## config.mk

```make
export PLATFORM = sky130hd
export DESIGN_NAME = flash_toggle_poller
export DESIGN_NICKNAME = d
export VERILOG_FILES = /design/src/rtl/flash_poll_pkg.sv /design/src/rtl/poll_gap_timer.sv /design/src/rtl/poll_bus_port.sv /design/src/rtl/poll_seq.sv /design/src/rtl/flash_toggle_poller.sv
export SDC_FILE = /design/constraint.sdc
export NUM_CORES = 1
export LEC_CHECK = 0
export BUFFER_PORTS_ARGS = -buffer_cell sky130_fd_sc_hd__buf_2
export CORE_MARGIN = 5
export CORE_UTILIZATION = 55
export DETAILED_ROUTE_END_ITERATION = 12
export PLACE_DENSITY = 0.79
export SLEW_MARGIN = 20
export SYNTH_ARGS = -nofsm -noshare
export SYNTH_HDL_FRONTEND = slang
export SYNTH_SLANG_ARGS = --single-unit
export TNS_END_PERCENT = 30
```

## constraint.sdc

```tcl
create_clock -name clk -period 3.09 [get_ports clk]
set_input_delay 0.1545 -clock clk [delete_from_list [all_inputs] [get_ports clk]]
set_output_delay 0.1545 -clock clk [all_outputs]
set_load 0.05 [all_outputs]
```

## src/rtl/flash_poll_pkg.sv

```systemverilog
package flash_poll_pkg;

   typedef enum logic [2:0] {
      RES_OK          = 3'd0,
      RES_LIMIT       = 3'd1,
      RES_TIMEOUT     = 3'd2,
      RES_REFUSED     = 3'd3,
      RES_UNCONFIRMED = 3'd4
   } poll_result_e;

   typedef enum logic [3:0] {
      ST_IDLE,
      ST_FIRST,
      ST_LOOP,
      ST_FINAL,
      ST_PRE,
      ST_CMD,
      ST_POST,
      ST_RST,
      ST_REPORT
   } poll_state_e;

endpackage

```

## src/rtl/poll_gap_timer.sv

```systemverilog
module poll_gap_timer #(
   parameter int GAP_CYCLES = 3
) (
   input  logic clk,
   input  logic rst_n,
   input  logic kick_i,
   output logic open_o
);

   generate
      if (GAP_CYCLES == 0) begin : g_no_gap
         logic unused_gap;
         assign unused_gap = ^{clk, rst_n, kick_i};
         assign open_o     = 1'b1;
      end else begin : g_gap
         localparam int GW = $clog2(GAP_CYCLES + 1);
         logic [GW-1:0] cnt_q;

         always_ff @(posedge clk or negedge rst_n) begin
            if (!rst_n) begin
               cnt_q <= '0;
            end else if (kick_i) begin
               cnt_q <= GW'(GAP_CYCLES);
            end else if (cnt_q != '0) begin
               cnt_q <= cnt_q - 1'b1;
            end
         end

         assign open_o = (cnt_q == '0);
      end
   endgenerate

endmodule

```

## src/rtl/poll_bus_port.sv

```systemverilog
module poll_bus_port #(
   parameter int DW         = 8,
   parameter int GAP_CYCLES = 3
) (
   input  logic          clk,
   input  logic          rst_n,
   input  logic          issue_i,
   input  logic          is_wr_i,
   input  logic [DW-1:0] wdata_i,
   output logic          ready_o,
   output logic          resp_o,
   output logic [DW-1:0] rdata_o,
   output logic          rd_req_o,
   output logic          wr_req_o,
   output logic [DW-1:0] wr_data_o,
   input  logic          bus_ack_i,
   input  logic [DW-1:0] rd_data_i
);

   localparam int IW = $clog2(GAP_CYCLES + 2);

   logic active;
   logic finish;
   logic gap_open;

   assign active = rd_req_o | wr_req_o;
   assign finish = active & bus_ack_i;

   poll_gap_timer #(
      .GAP_CYCLES (GAP_CYCLES)
   ) u_gap (
      .clk    (clk),
      .rst_n  (rst_n),
      .kick_i (finish),
      .open_o (gap_open)
   );

   always_ff @(posedge clk or negedge rst_n) begin
      if (!rst_n) begin
         rd_req_o  <= 1'b0;
         wr_req_o  <= 1'b0;
         wr_data_o <= '0;
         resp_o    <= 1'b0;
         rdata_o   <= '0;
      end else begin
         resp_o <= 1'b0;
         if (finish) begin
            rd_req_o <= 1'b0;
            wr_req_o <= 1'b0;
            resp_o   <= 1'b1;
            if (rd_req_o) begin
               rdata_o <= rd_data_i;
            end
         end else if (issue_i && !active) begin
            rd_req_o <= !is_wr_i;
            wr_req_o <= is_wr_i;
            if (is_wr_i) begin
               wr_data_o <= wdata_i;
            end
         end
      end
   end

   assign ready_o = !active && gap_open;

   // idle-cycle monitor for the strobe spacing rule
   logic [IW-1:0] idle_q;
   logic          prev_active_q;

   always_ff @(posedge clk or negedge rst_n) begin
      if (!rst_n) begin
         idle_q        <= IW'(GAP_CYCLES);
         prev_active_q <= 1'b0;
      end else begin
         prev_active_q <= active;
         if (active) begin
            idle_q <= '0;
         end else if (idle_q < IW'(GAP_CYCLES)) begin
            idle_q <= idle_q + 1'b1;
         end
      end
   end

   assert_strobe_gap_R3: assert property (@(posedge clk) disable iff (!rst_n)
      (active && !prev_active_q) |-> (idle_q >= IW'(GAP_CYCLES)));

   assert_rd_hold_R10: assert property (@(posedge clk) disable iff (!rst_n)
      (rd_req_o && !bus_ack_i) |=> rd_req_o);

   assert_wr_hold_R10: assert property (@(posedge clk) disable iff (!rst_n)
      (wr_req_o && !bus_ack_i) |=> (wr_req_o && $stable(wr_data_o)));

   assert_one_strobe_R10: assert property (@(posedge clk) disable iff (!rst_n)
      !(rd_req_o && wr_req_o));

endmodule

```

## src/rtl/poll_seq.sv

```systemverilog
module poll_seq
   import flash_poll_pkg::*;
#(
   parameter int          DW        = 8,
   parameter int          CNT_W     = 8,
   parameter int          TOG_BIT   = 6,
   parameter int          LIM_BIT   = 5,
   parameter int          WIN_BIT   = 3,
   parameter logic [DW-1:0] RESET_CMD = 8'hF0,
   parameter logic [DW-1:0] ERASE_CMD = 8'h30
) (
   input  logic             clk,
   input  logic             rst_n,
   input  logic             start_i,
   input  logic             mode_i,
   input  logic [CNT_W-1:0] max_polls_i,
   input  logic             port_ready_i,
   input  logic             port_resp_i,
   input  logic [DW-1:0]    port_rdata_i,
   output logic             issue_o,
   output logic             is_wr_o,
   output logic [DW-1:0]    wdata_o,
   output logic             busy_o,
   output logic             done_o,
   output logic [2:0]       result_o,
   output logic [DW-1:0]    data_o
);

   poll_state_e    state_q;
   poll_result_e   res_q;
   logic           pend_q;
   logic           prev_tog_q;
   logic           lim_q;
   logic [CNT_W-1:0] polls_q;
   logic [CNT_W-1:0] polls_nx;
   logic [DW-1:0]  data_q;
   logic           done_q;
   logic           wants_bus;
   logic           toggled;

   assign polls_nx = polls_q + 1'b1;
   assign toggled  = port_rdata_i[TOG_BIT] != prev_tog_q;

   always_comb begin
      wants_bus = 1'b0;
      case (state_q)
         ST_FIRST, ST_LOOP, ST_FINAL, ST_PRE,
         ST_CMD, ST_POST, ST_RST: wants_bus = 1'b1;
         default:                 wants_bus = 1'b0;
      endcase
   end

   assign issue_o = wants_bus && !pend_q && port_ready_i;
   assign is_wr_o = (state_q == ST_CMD) || (state_q == ST_RST);
   assign wdata_o = (state_q == ST_CMD) ? ERASE_CMD : RESET_CMD;

   always_ff @(posedge clk or negedge rst_n) begin
      if (!rst_n) begin
         state_q    <= ST_IDLE;
         res_q      <= RES_OK;
         pend_q     <= 1'b0;
         prev_tog_q <= 1'b0;
         lim_q      <= 1'b0;
         polls_q    <= '0;
         data_q     <= '0;
         done_q     <= 1'b0;
      end else begin
         done_q <= 1'b0;
         if (issue_o) begin
            pend_q <= 1'b1;
         end else if (port_resp_i) begin
            pend_q <= 1'b0;
         end
         case (state_q)
            ST_IDLE: begin
               if (start_i) begin
                  polls_q <= '0;
                  lim_q   <= 1'b0;
                  state_q <= mode_i ? ST_PRE : ST_FIRST;
               end
            end
            ST_FIRST: begin
               if (port_resp_i) begin
                  prev_tog_q <= port_rdata_i[TOG_BIT];
                  state_q    <= ST_LOOP;
               end
            end
            ST_LOOP: begin
               if (port_resp_i) begin
                  polls_q <= polls_nx;
                  if (!toggled) begin
                     state_q <= ST_FINAL;
                  end else begin
                     prev_tog_q <= port_rdata_i[TOG_BIT];
                     if (lim_q) begin
                        res_q   <= RES_LIMIT;
                        state_q <= ST_RST;
                     end else if (polls_nx >= max_polls_i) begin
                        res_q   <= RES_TIMEOUT;
                        state_q <= ST_RST;
                     end else if (port_rdata_i[LIM_BIT]) begin
                        lim_q <= 1'b1;
                     end
                  end
               end
            end
            ST_FINAL: begin
               if (port_resp_i) begin
                  data_q  <= port_rdata_i;
                  res_q   <= RES_OK;
                  state_q <= ST_REPORT;
               end
            end
            ST_PRE: begin
               if (port_resp_i) begin
                  if (port_rdata_i[WIN_BIT]) begin
                     res_q   <= RES_REFUSED;
                     state_q <= ST_REPORT;
                  end else begin
                     state_q <= ST_CMD;
                  end
               end
            end
            ST_CMD: begin
               if (port_resp_i) begin
                  state_q <= ST_POST;
               end
            end
            ST_POST: begin
               if (port_resp_i) begin
                  data_q  <= port_rdata_i;
                  res_q   <= port_rdata_i[WIN_BIT] ? RES_UNCONFIRMED : RES_OK;
                  state_q <= ST_REPORT;
               end
            end
            ST_RST: begin
               if (port_resp_i) begin
                  state_q <= ST_REPORT;
               end
            end
            ST_REPORT: begin
               done_q  <= 1'b1;
               state_q <= ST_IDLE;
            end
            default: state_q <= ST_IDLE;
         endcase
      end
   end

   assign busy_o   = (state_q != ST_IDLE);
   assign done_o   = done_q;
   assign result_o = res_q;
   assign data_o   = data_q;

   assert_poll_budget_R6: assert property (@(posedge clk) disable iff (!rst_n)
      (busy_o && max_polls_i != '0) |-> (polls_q <= max_polls_i));

   assert_done_pulse_R10: assert property (@(posedge clk) disable iff (!rst_n)
      done_o |=> !done_o);

   assert_no_issue_idle_R1: assert property (@(posedge clk) disable iff (!rst_n)
      !busy_o |-> !issue_o);

endmodule

```

## src/rtl/flash_toggle_poller.sv

```systemverilog
module flash_toggle_poller #(
   parameter int            DW         = 8,
   parameter int            CNT_W      = 8,
   parameter int            GAP_CYCLES = 3,
   parameter int            TOG_BIT    = 6,
   parameter int            LIM_BIT    = 5,
   parameter int            WIN_BIT    = 3,
   parameter logic [DW-1:0] RESET_CMD  = 8'hF0,
   parameter logic [DW-1:0] ERASE_CMD  = 8'h30
) (
   input  logic             clk,
   input  logic             rst_n,
   input  logic             start_i,
   input  logic             mode_i,
   input  logic [CNT_W-1:0] max_polls_i,
   output logic             rd_req_o,
   output logic             wr_req_o,
   output logic [DW-1:0]    wr_data_o,
   input  logic             bus_ack_i,
   input  logic [DW-1:0]    rd_data_i,
   output logic             busy_o,
   output logic             done_o,
   output logic [2:0]       result_o,
   output logic [DW-1:0]    data_o
);

   generate
      if (TOG_BIT >= DW || LIM_BIT >= DW || WIN_BIT >= DW) begin : g_bad_bits
         $error("status bit position outside the data width");
      end
      if (CNT_W < 1 || GAP_CYCLES < 0) begin : g_bad_size
         $error("poll counter width or gap length out of range");
      end
      if (RESET_CMD == ERASE_CMD) begin : g_bad_cmd
         $error("reset and erase command bytes must differ");
      end
   endgenerate

   logic          issue;
   logic          is_wr;
   logic [DW-1:0] wdata;
   logic          port_ready;
   logic          port_resp;
   logic [DW-1:0] port_rdata;

   poll_seq #(
      .DW        (DW),
      .CNT_W     (CNT_W),
      .TOG_BIT   (TOG_BIT),
      .LIM_BIT   (LIM_BIT),
      .WIN_BIT   (WIN_BIT),
      .RESET_CMD (RESET_CMD),
      .ERASE_CMD (ERASE_CMD)
   ) u_seq (
      .clk          (clk),
      .rst_n        (rst_n),
      .start_i      (start_i),
      .mode_i       (mode_i),
      .max_polls_i  (max_polls_i),
      .port_ready_i (port_ready),
      .port_resp_i  (port_resp),
      .port_rdata_i (port_rdata),
      .issue_o      (issue),
      .is_wr_o      (is_wr),
      .wdata_o      (wdata),
      .busy_o       (busy_o),
      .done_o       (done_o),
      .result_o     (result_o),
      .data_o       (data_o)
   );

   poll_bus_port #(
      .DW         (DW),
      .GAP_CYCLES (GAP_CYCLES)
   ) u_port (
      .clk       (clk),
      .rst_n     (rst_n),
      .issue_i   (issue),
      .is_wr_i   (is_wr),
      .wdata_i   (wdata),
      .ready_o   (port_ready),
      .resp_o    (port_resp),
      .rdata_o   (port_rdata),
      .rd_req_o  (rd_req_o),
      .wr_req_o  (wr_req_o),
      .wr_data_o (wr_data_o),
      .bus_ack_i (bus_ack_i),
      .rd_data_i (rd_data_i)
   );

   // window bit seen on the most recent completed read
   logic last_win_q;

   always_ff @(posedge clk or negedge rst_n) begin
      if (!rst_n) begin
         last_win_q <= 1'b0;
      end else if (rd_req_o && bus_ack_i) begin
         last_win_q <= rd_data_i[WIN_BIT];
      end
   end

   assert_erase_needs_window_R7: assert property (@(posedge clk) disable iff (!rst_n)
      (wr_req_o && wr_data_o == ERASE_CMD) |-> !last_win_q);

   assert_quiet_when_idle_R1: assert property (@(posedge clk) disable iff (!rst_n)
      (!busy_o && !$past(busy_o)) |-> !(rd_req_o || wr_req_o));

endmodule

```

-- Yosys cells after proc, flatten, opt, wreduce, memory -nomap -nowiden
Cells that the tools add are included.
- bits in latches: 0
- bits of input ports: 21
- flip-flop bits (word level): 48
- output and inout bits: 23
- ROM bits: 0
- memories kept: 0
- RAM bits: 0
- equality and inequality tests: 21
- magnitude comparators: 1
- divide/modulo/power cells: 0
- $add $sub $neg: 2
- multiplexer cells: 48
- bitwise logic cells: 3
- reduce and logical (&&, ||, !) cells: 29
- multipliers: 0
- shift-type cells: 0
- operators by type and width (kind ; count):
    $mux 4 ; 10
    $mux 3 ; 10
    $mux 8 ; 3
    $pmux 4 s6 ; 1
    $mux 1 ; 18
    $ne 2x1->1 const B ; 9
    $eq 4x3->1 const B ; 4
    $pmux 8 s2 ; 1
    $pmux 3 s4 ; 1
    $reduce_bool 2->1 ; 6
    $add 8x1->8 const B ; 1
    $eq 4x2->1 const B ; 2
    $ge 8x8->1 ; 1
    $reduce_and 4->1 ; 2
    $reduce_and 8->1 ; 1
    $reduce_bool 4->1 ; 2
    $reduce_and 7->1 ; 1
    $reduce_or 7->1 ; 1
    $reduce_and 3->1 ; 2
    $eq 4x1->1 const B ; 1
    $eq 4x4->1 const B ; 1
    $logic_and 1x1->1 ; 4
    $logic_not 4->1 ; 1
    $mux 2 ; 2
    15 further kinds ; 19

-- Logic depth before layout (Yosys ltp)
Gate-level depths: netlist of run 1.
- word-level depth: 8
- depth in mapped cells: 9
- depth with buffers taken out: 9

-- Hierarchy
A second synthesis of run 1 with hierarchy kept.
- cells, all modules: 218
- area total of the unflattened synthesis: 2526.2 sq um
- by module, submodules not included (module ; instances ; area an instance (sq um) ; cells each):
    poll_seq ; 1 ; 1712.9 ; 164
    poll_bus_port ; 1 ; 715.7 ; 45
    poll_gap_timer ; 1 ; 97.6 ; 9

-- Least setup slack after synthesis of run 1
OpenSTA, ideal clock, no wires.
- path type: register -> register
- start point: reg u_seq.polls_q[0]
- end point: reg u_seq.res_q[0] (netlist: u_seq.result_o[0])
- data required time: 2.965 ns
- stages on the path, launching flop included: 10
- path buffers: 0
- arrival time: 2.438 ns
- library setup time: 0.125 ns
- clock period less this slack: 2.563 ns
- setup slack: 0.527 ns
- path through: dfrtp_1 and3_1 and3_1 and3_1 xor2_1 ha_1 a41oi_1 o21ai_0 o31ai_2 mux2_4
- longest elaborated chain between the ends: 4
- RTL lines (item ; line ; text):
    start: declaration ; poll_seq.sv:34 ; logic [CNT_W-1:0] polls_q;
    start signal: assignment ; poll_seq.sv:90 ; polls_q <= polls_nx;
    $add 8x1->8 ; poll_seq.sv:41 ; assign polls_nx = polls_q + 1'b1;
    $ge 8x8->1 ; poll_seq.sv:98 ; end else if (polls_nx >= max_polls_i) begin
    $ne 3x1->1 (no line) ; - ;
    $reduce_and 8->1 (no line) ; - ;
    end signal: assignment ; poll_seq.sv:132 ; res_q <= port_rdata_i[WIN_BIT] ? RES_UNCONFIRMED : RES_OK;
    end: declaration ; poll_seq.sv:30 ; poll_result_e res_q;
Every way passes these cells.
A chain may end at the register's enable or synchronous reset.

-- Worst setup path after layout of run 1
Same ends and word-level chain as after synthesis.

==> summary.md, run 1 <==
| Metric | Value |
|---|---|
| MaxCap Viol Count | 0 |
| Seq/Total Area, Yosys | 0.464 |
| PwrDens | 942 nW/um2 |
| Core area | approximately 4000 um2 |
| Number of vias per cell | 5.59 |
| Post-CTS Resized | 0 |
| GPL Wtd Cong | 0.872 |
| Slew @ Worst Pin | 903 ps |
| Placement row count | 23 |
| Share of cells above drive strength 1 | 0.307 |
| Failing checks | hold timing |
| Synth Register Bits | 42 |
| Worst path most repeated cell | ha_1 |
| Post-CTS Hold Buffers | 0 |
| Largest net degree at the start of global routing | 43 |
| Effective utilization at floorplan | 0.566 |
| Ys flop type | dfrtp_1 |
| Pre-CTS worst setup slack | around 370 ps |
| Critical path type | reg -> reg |
| Slew headroom | 0.398 |
| Top post-synthesis cells by area | dfrtp_1 46%, mux2_2 9.0%, ha_1 5.5%, xor2_1 2.7%, a32o_1 2.2% |
| Warnings from Yosys | 0 |
| Setup_tns | 0 ps |
| Residual DRC | 0 |
| Port bufs | 39 |
| Setup violations, final | 0 |
| Share of the synthesized area in the top cell type | 0.464 |
| Cells after synthesis | 206 |
| Worst path required time | 3270 ps |
| Clk_skew | 8.06 ps |
| Die area | 5500 um2 |
| Hold slack | -11.2 ps |
| Static Leak | roughly 1.3 nW |
| # IOs | 44 |
| CP Cell Sequence | ha_1 > nand3_1 > nor2_1 > xor2_1 > ha_1 > a41oi_1 > o21ai_0 > o31ai_2 > mux2_4 |
| Nets | 272 |
| Period utilization | 0.899 |
| Total global-route track usage | 0.175 |
| TritonRoute pass-1 iters | 4 |
| Mapped Avg Cell Area | 11.0 um2 |
| CTS clk-pin slew, worst paths | 80 ps |
| First-pass GRT wire length | 7.44 mm |
| Grt ovf | 0 |
| CTS buffer count | 5 |
| ANT nets after route | 0 |
| Arrival @ worst endpoint | between 2000 and 3000 ps |
| Worst vdd ir | 0.444 mV |
| Wirelength per Cell | 14.7 um |
| Crit Path Max Fanout | 6 |
| CP peak stage delay | around 430 ps |
| Worst Hold Class | in -> async |
| 1st-iter DRT viols | 115 |
| Die Height | 74.2 um |
| Startpoint types | register |
| Worst Setup End Kind | register |
| CTS tree | built |
| Unique masters post-synth | 49 |
| H-tree levels | 2 |
| Routed wire length | 4.27 mm |
| Unrepaired setup endpoints after global routing | false |
| Longest Clk Path Bufs | 2 |
| Fill cell count | 340 |
| FFs w/ async S/R, synth | 1.00 |
| Post-synth EDFFs | 0 |
| Vias in the first global route | 1606 |
| Critical-path top delay cell | dfrtp_1 |
| Tmin final | around 2800 ps |
| Layout area overhead | 11.8% |
| Hold Vio Cnt, Final | 25 |
| Root buf cell | clkbuf_8 |
| Leading area contributor after synthesis | dfrtp_1 |
| Chip width | 74.2 um |
| Count of pins over their slew limit | 0 |
| Synthesized cell area | 2260 um2 |
| Ant. Diodes | 0 |
| Worst Slack Setup Final | 312 ps |
| Initial antenna violation count | 0 |
| Total number of vias | 1627 |
| Status | finished with violations |
| Final HPWL DP | 3.17 mm |
| FMAX | about 360 MHz |
| Postcts setup bufs | 0 |
| Worst skew pair latency | just under 300 ps |
| Clock sinks | 42 |
-- routing by layer --
metal	vias up	track usage	routed length [um]
met2	46	0.264	1950
met5	-	0	0
met4	0	0.0483	49
li1	795	-	-
met1	780	0.244	1940
met3	6	0.0581	328
-- synthesized netlist by cell type, types with 2 or more instances --
library cell / count
nand2_1: 13
mux2_4: 3
nor3_1: 4
nor2_1: 12
nand3_1: 5
nor2b_1: 4
o31ai_1: 2
nor3b_1: 2
a21oi_1: 3
buf_4: 6
buf_1: 2
buf_2: 2
or4b_4: 2
o21ai_0: 9
nor4_1: 2
mux2_2: 18
nand2b_1: 3
xor2_1: 7
and3_1: 4
or4_1: 2
ha_1: 10
mux2i_1: 2
clkbuf_1: 3
inv_1: 13
dfrtp_1: 42
xnor2_1: 3
nor4b_1: 2
a32o_1: 5
-- power by group --
part	internal (W)	switching, W	leakage [nW]
clock	0.000154	0.000184	0.0362
sequential	0.000739	0.000220	0.544
combinational	0.000410	0.000677	0.728
-- worst max-delay path, delay by kind of cell, from the launching register on --
family / cells / cell delay, ps
fa+ha+maj: 2 / 580
simple gates: 2 / 290
compound gates: 3 / 750
flops: 1 / 430
xor+xnor: 1 / 270
mux: 1 / 340
-- stage by stage --
stage          utilization  hold slack [ps]  area, um2  total power, W  std cells
3_3_place_gp         0.612              340       2450         0.00203        284
5_1_grt              0.633             62.6       2530         0.00256        291
2_1_floorplan            -             -141       2280         0.00183        209
3_5_place_dp         0.612              347       2450         0.00206        284
4_1_cts              0.633             20.5       2530         0.00241        291
6_report             0.633            -11.2       2530         0.00238        291
-- layout by cell type (no fill, tap or decap), types with 3 or more instances in the layout --
cell	n
a21oi_1	3
a32o_1	5
and3_1	4
buf_2	39
clkbuf_8	5
conb_1	4
dfrtp_1	42
ha_1	10
inv_1	13
mux2_2	18
mux2_4	3
nand2_1	13
nand2b_1	3
nand3_1	5
nor2_1	12
nor2b_1	4
nor3_1	4
o21ai_0	9
xnor2_1	3
xor2_1	7
-- registers in the layout, indices dropped and copies added, names as in the netlist, 2 cells and up --
register,flops
u_seq.polls_q,8
u_port.wr_data_o,2
u_port.rdata_o,8
u_seq.data_o,8
u_seq.result_o,3
u_port.u_gap.g_gap.cnt_q,2
u_seq.state_q,4
-- worst paths after layout --
check	start	to	slack (ps)	depth (start not counted)
hold / removal	rst_n	u_port.wr_data_o[6]	-10	1
hold reg to reg	u_port.wr_data_o[5]	u_port.wr_data_o[5]	480	1
max in group asynchronous	rst_n	u_seq.lim_q	2540	1
min in group clk	rd_data_i[7]	u_port.rdata_o[7]	90	2
setup reg to reg	u_seq.polls_q[0]	u_seq.result_o[0]	310	9
setup / recovery	u_seq.polls_q[0]	u_seq.result_o[0]	310	9
-- cell families after synthesis --
logic type / share of synthesized area
xor+xnor: 0.0387
fa+ha+maj: 0.0552
compound gates: 0.0983
simple gates: 0.165
buf+inv: 0.0591
other cells: 0.00166
mux: 0.118
flops: 0.464
-- layout make-up --
type / instances / area, um2 / area share
clock inverter: 2 / 15.0 / 0.00593
sequential: 42 / 1050 / 0.415
clock buffer: 5 / 68.8 / 0.0272
timing repair buffer: 39 / 195 / 0.0771
multi-input combinational: 140 / 1090 / 0.431
tap: 50 / 62.6 / 0.0247
inverter: 13 / 48.8 / 0.0193
Power figures use the tool's default switching activity.
==> run 2: changes to the inputs <==
- CORE_MARGIN: 5 -> 3
- CTS_CLUSTER_DIAMETER: unset -> 60
- HOLD_SLACK_MARGIN: unset -> 0.02
==> run 2 against run 1 <==
Net effect: the run now ends clean; largest power group unchanged; routed wire length down 4.1%; register-to-register slack better by 50 ps; combinational power about the same; maximum frequency up 1.7%; global-route usage up 0.44 points; highest routed layer unchanged.
==> summary.md, run 2 (same netlist as run 1, synthesis figures left out) <==
| Metric | Value |
|---|---|
| Crit Path Max Fanout | 6 (unchanged) |
| 1st-iter DRT viols | 73 (was 115) |
| Reg2Reg Setup Slack | 360 ps (was 310 ps) |
| CP Cell Sequence | and3_1 > and3_1 > and3_1 > xor2_1 > ha_1 > a41oi_1 > o21ai_0 > o31ai_2 > mux2_4 (was ha_1 > nand3_1 > nor2_1 > xor2_1 > ha_1 > a41oi_1 > o21ai_0 > o31ai_2 > mux2_4) |
| Worst Path Buf+Inv | 0 (unchanged) |
| Root buf cell | clkbuf_8 (unchanged) |
| Commonest non-fill, non-tap cell in the layout | dfrtp_1 (unchanged) |
| FMAX | 366 MHz (was 360 MHz) |
| Count of pins over their slew limit | 0 (unchanged) |
| Core area | 3830 um2 (was 4000 um2) |
| Die Height | 70.2 um (was 74.2 um) |
| GPL Wtd Cong | 0.867 (was 0.872) |
| Longest Clk Path Bufs | 2 (unchanged) |
| Post-Place Cells | 282 (was 284) |
| Residual DRC | 0 (unchanged) |
| CTS tree | built (unchanged) |
| ANT nets after route | 0 (unchanged) |
| Grt ovf | 0 (unchanged) |
| Period utilization | 0.884 (was 0.899) |
| Pre-CTS worst setup slack | 379 ps (was 373 ps) |
| Layout area overhead | 13.3% (was 11.8%) |
| PwrDens | 963 nW/um2 (was 942 nW/um2) |
| Slew headroom | 0.398 (about the same) |
| Reg-to-reg endpoint | u_seq.result_o[0] (unchanged) |
| WHS Path Cells | 2 |
| Clk_skew | 3.71 ps (was 8.06 ps) |
| Arrival @ worst endpoint | 2910 ps (was 2950 ps) |
| H-tree levels | 2 (unchanged) |
| Total global-route track usage | 0.180 (was 0.175) |
| Worst path required time | 3270 ps (about the same) |
| CTS buffer count | 5 (unchanged) |
| Final Core Density | 0.671 (was 0.633) |
| Cell family with most CP delay | compound AO/OA/AOI/OAI gates (unchanged) |
| Share of cells above drive strength 1 | 0.305 (was 0.307) |
| TritonRoute pass-1 iters | 5 (was 4) |
| Die area | 4920 um2 (was 5500 um2) |
| Worst path most repeated cell | and3_1 (was ha_1) |
| MaxCap Viol Count | 0 (unchanged) |
| Tmin final | 2730 ps (was 2780 ps) |
| Startpoint types | register (unchanged) |
| Most frequent cells in the layout | 42 x dfrtp_1, 39 x buf_2, 18 x mux2_2 (unchanged) |
| Setup violations, final | 0 (unchanged) |
| CTS clk-pin slew, worst paths | 80 ps (about the same) |
| Hold_sp | rd_data_i[0] |
| Largest net degree at the start of global routing | 43 (unchanged) |
| Worst skew pair latency | 290 ps (about the same) |
| Total number of vias | 1590 (was 1627) |
| Status | completed (was finished with violations) |
| # IOs | 44 (unchanged) |
| Effective utilization at floorplan | 0.592 (was 0.566) |
| Postcts setup bufs | 0 (unchanged) |
| Wirelength per Cell | 14.1 um (was 14.7 um) |
| Vias in the first global route | 1595 (was 1606) |
| Port bufs | 39 (unchanged) |
| Worst R2R Path Depth | 9 (unchanged) |
| Initial antenna violation count | 0 (unchanged) |
| Number of vias per cell | 5.46 (was 5.59) |
| Final HPWL DP | 3.03 mm (was 3.17 mm) |
| Unrepaired setup endpoints after global routing | false (unchanged) |
| Critical path type | reg -> reg (unchanged) |
| Chip width | 70.2 um (was 74.2 um) |
| Worst Setup End Kind | register (unchanged) |
| Worst Hold Class | in -> reg (was in -> async) |
| First-pass GRT wire length | 7.22 mm (was 7.44 mm) |
| CP peak stage delay | 440 ps (was 430 ps) |
| Worst vdd ir | 0.633 mV (was 0.444 mV) |
| Static Leak | 1.33 nW (was 1.31 nW) |
| Area after DPL | 2450 um2 (about the same) |
| Placement row count | 22 (was 23) |
| Hold Vio Cnt, Final | 0 (was 25) |
| Setup_tns | 0 ps (unchanged) |
| Reg-to-reg startpoint | u_seq.polls_q[0] (unchanged) |
| Routed wire length | 4.09 mm (was 4.27 mm) |
| Ant. Diodes | 0 (unchanged) |
| Slew @ Worst Pin | 902 ps (was 903 ps) |
| Clock sinks | 42 (unchanged) |
| Final Cell Area | 2570 um2 (was 2530 um2) |
| Nets | 273 (was 272) |
| Worst Slack Setup Final | 359 ps (was 312 ps) |
| Fin cells | 291 (unchanged) |
| Hold Crit Endpoint | u_port.rdata_o[0] |
| Critical-path top delay cell | o31ai_2 (was dfrtp_1) |
run 2: cell types whose count changed in the layout (fill, tap and decap cells not counted):
cell / delta
bufinv_16: +1
clkbuf_1: +1
clkinvlp_4: -1
dlygate4sd3_1: +1
run 2: cell type report:
| class | count | area, um2 |
|---|---|---|
| inverter | 13 | 48.8 |
| multi-input combinational | 140 | 1090 |
| fill | 313 | 1260 |
| sequential | 42 | 1050 |
| clock buffer | 6 | 72.6 |
| clock inverter | 2 | 37.5 |
| tap | 48 | 60.1 |
| timing repair buffer | 40 | 205 |
run 2: stage by stage:
step	total power (W)	hold slack, ps
floorplan	0.00183	-141
global placement	0.00203	339
detailed placement	0.00206	341
CTS	0.00249	86.5
global route	0.00265	86.9
finish	0.00247	89.5
run 2: worst max-delay path by stage:
stage | slack (ps) | start | cells after the start | end
2_1_floorplan | 530 | u_seq.polls_q[0] | 9 | u_seq.result_o[0]
3_3_place_gp | 410 | u_seq.polls_q[0] | 6 | u_seq.result_o[2]
3_5_place_dp | 380 | u_seq.polls_q[0] | 9 | u_seq.result_o[0]
4_1_cts | 360 | u_seq.polls_q[0] | 9 | u_seq.result_o[0]
5_1_grt | 30 | u_seq.polls_q[0] | 9 | u_seq.state_q[0]
6_report | 360 | u_seq.polls_q[0] | 9 | u_seq.result_o[0]
run 2: timing repair:
item                      in CTS  in global routing
hold endpoints to repair      13                  0
resized for setup              0                  0
hold buffers                   1                  0
run 2: per-layer routing:
metal	track usage	up-vias	part of all wire
met5	0	-	0
met4	0.0532	0	0.010
met3	0.0475	6	0.057
met2	0.262	41	0.43
met1	0.262	745	0.50
li1	-	798	-
run 2: power breakdown:
| group | switching [W] | leakage [nW] | total (W) | internal, W |
|---|---|---|---|---|
| registers | 0.000223 | 0.544 | 0.000962 | 0.000739 |
| logic | 0.000669 | 0.732 | 0.00108 | 0.000412 |
| clock network | 0.000186 | 0.0514 | 0.000427 | 0.000241 |
| total | 0.00108 | 1.33 | 0.00247 | 0.00139 |
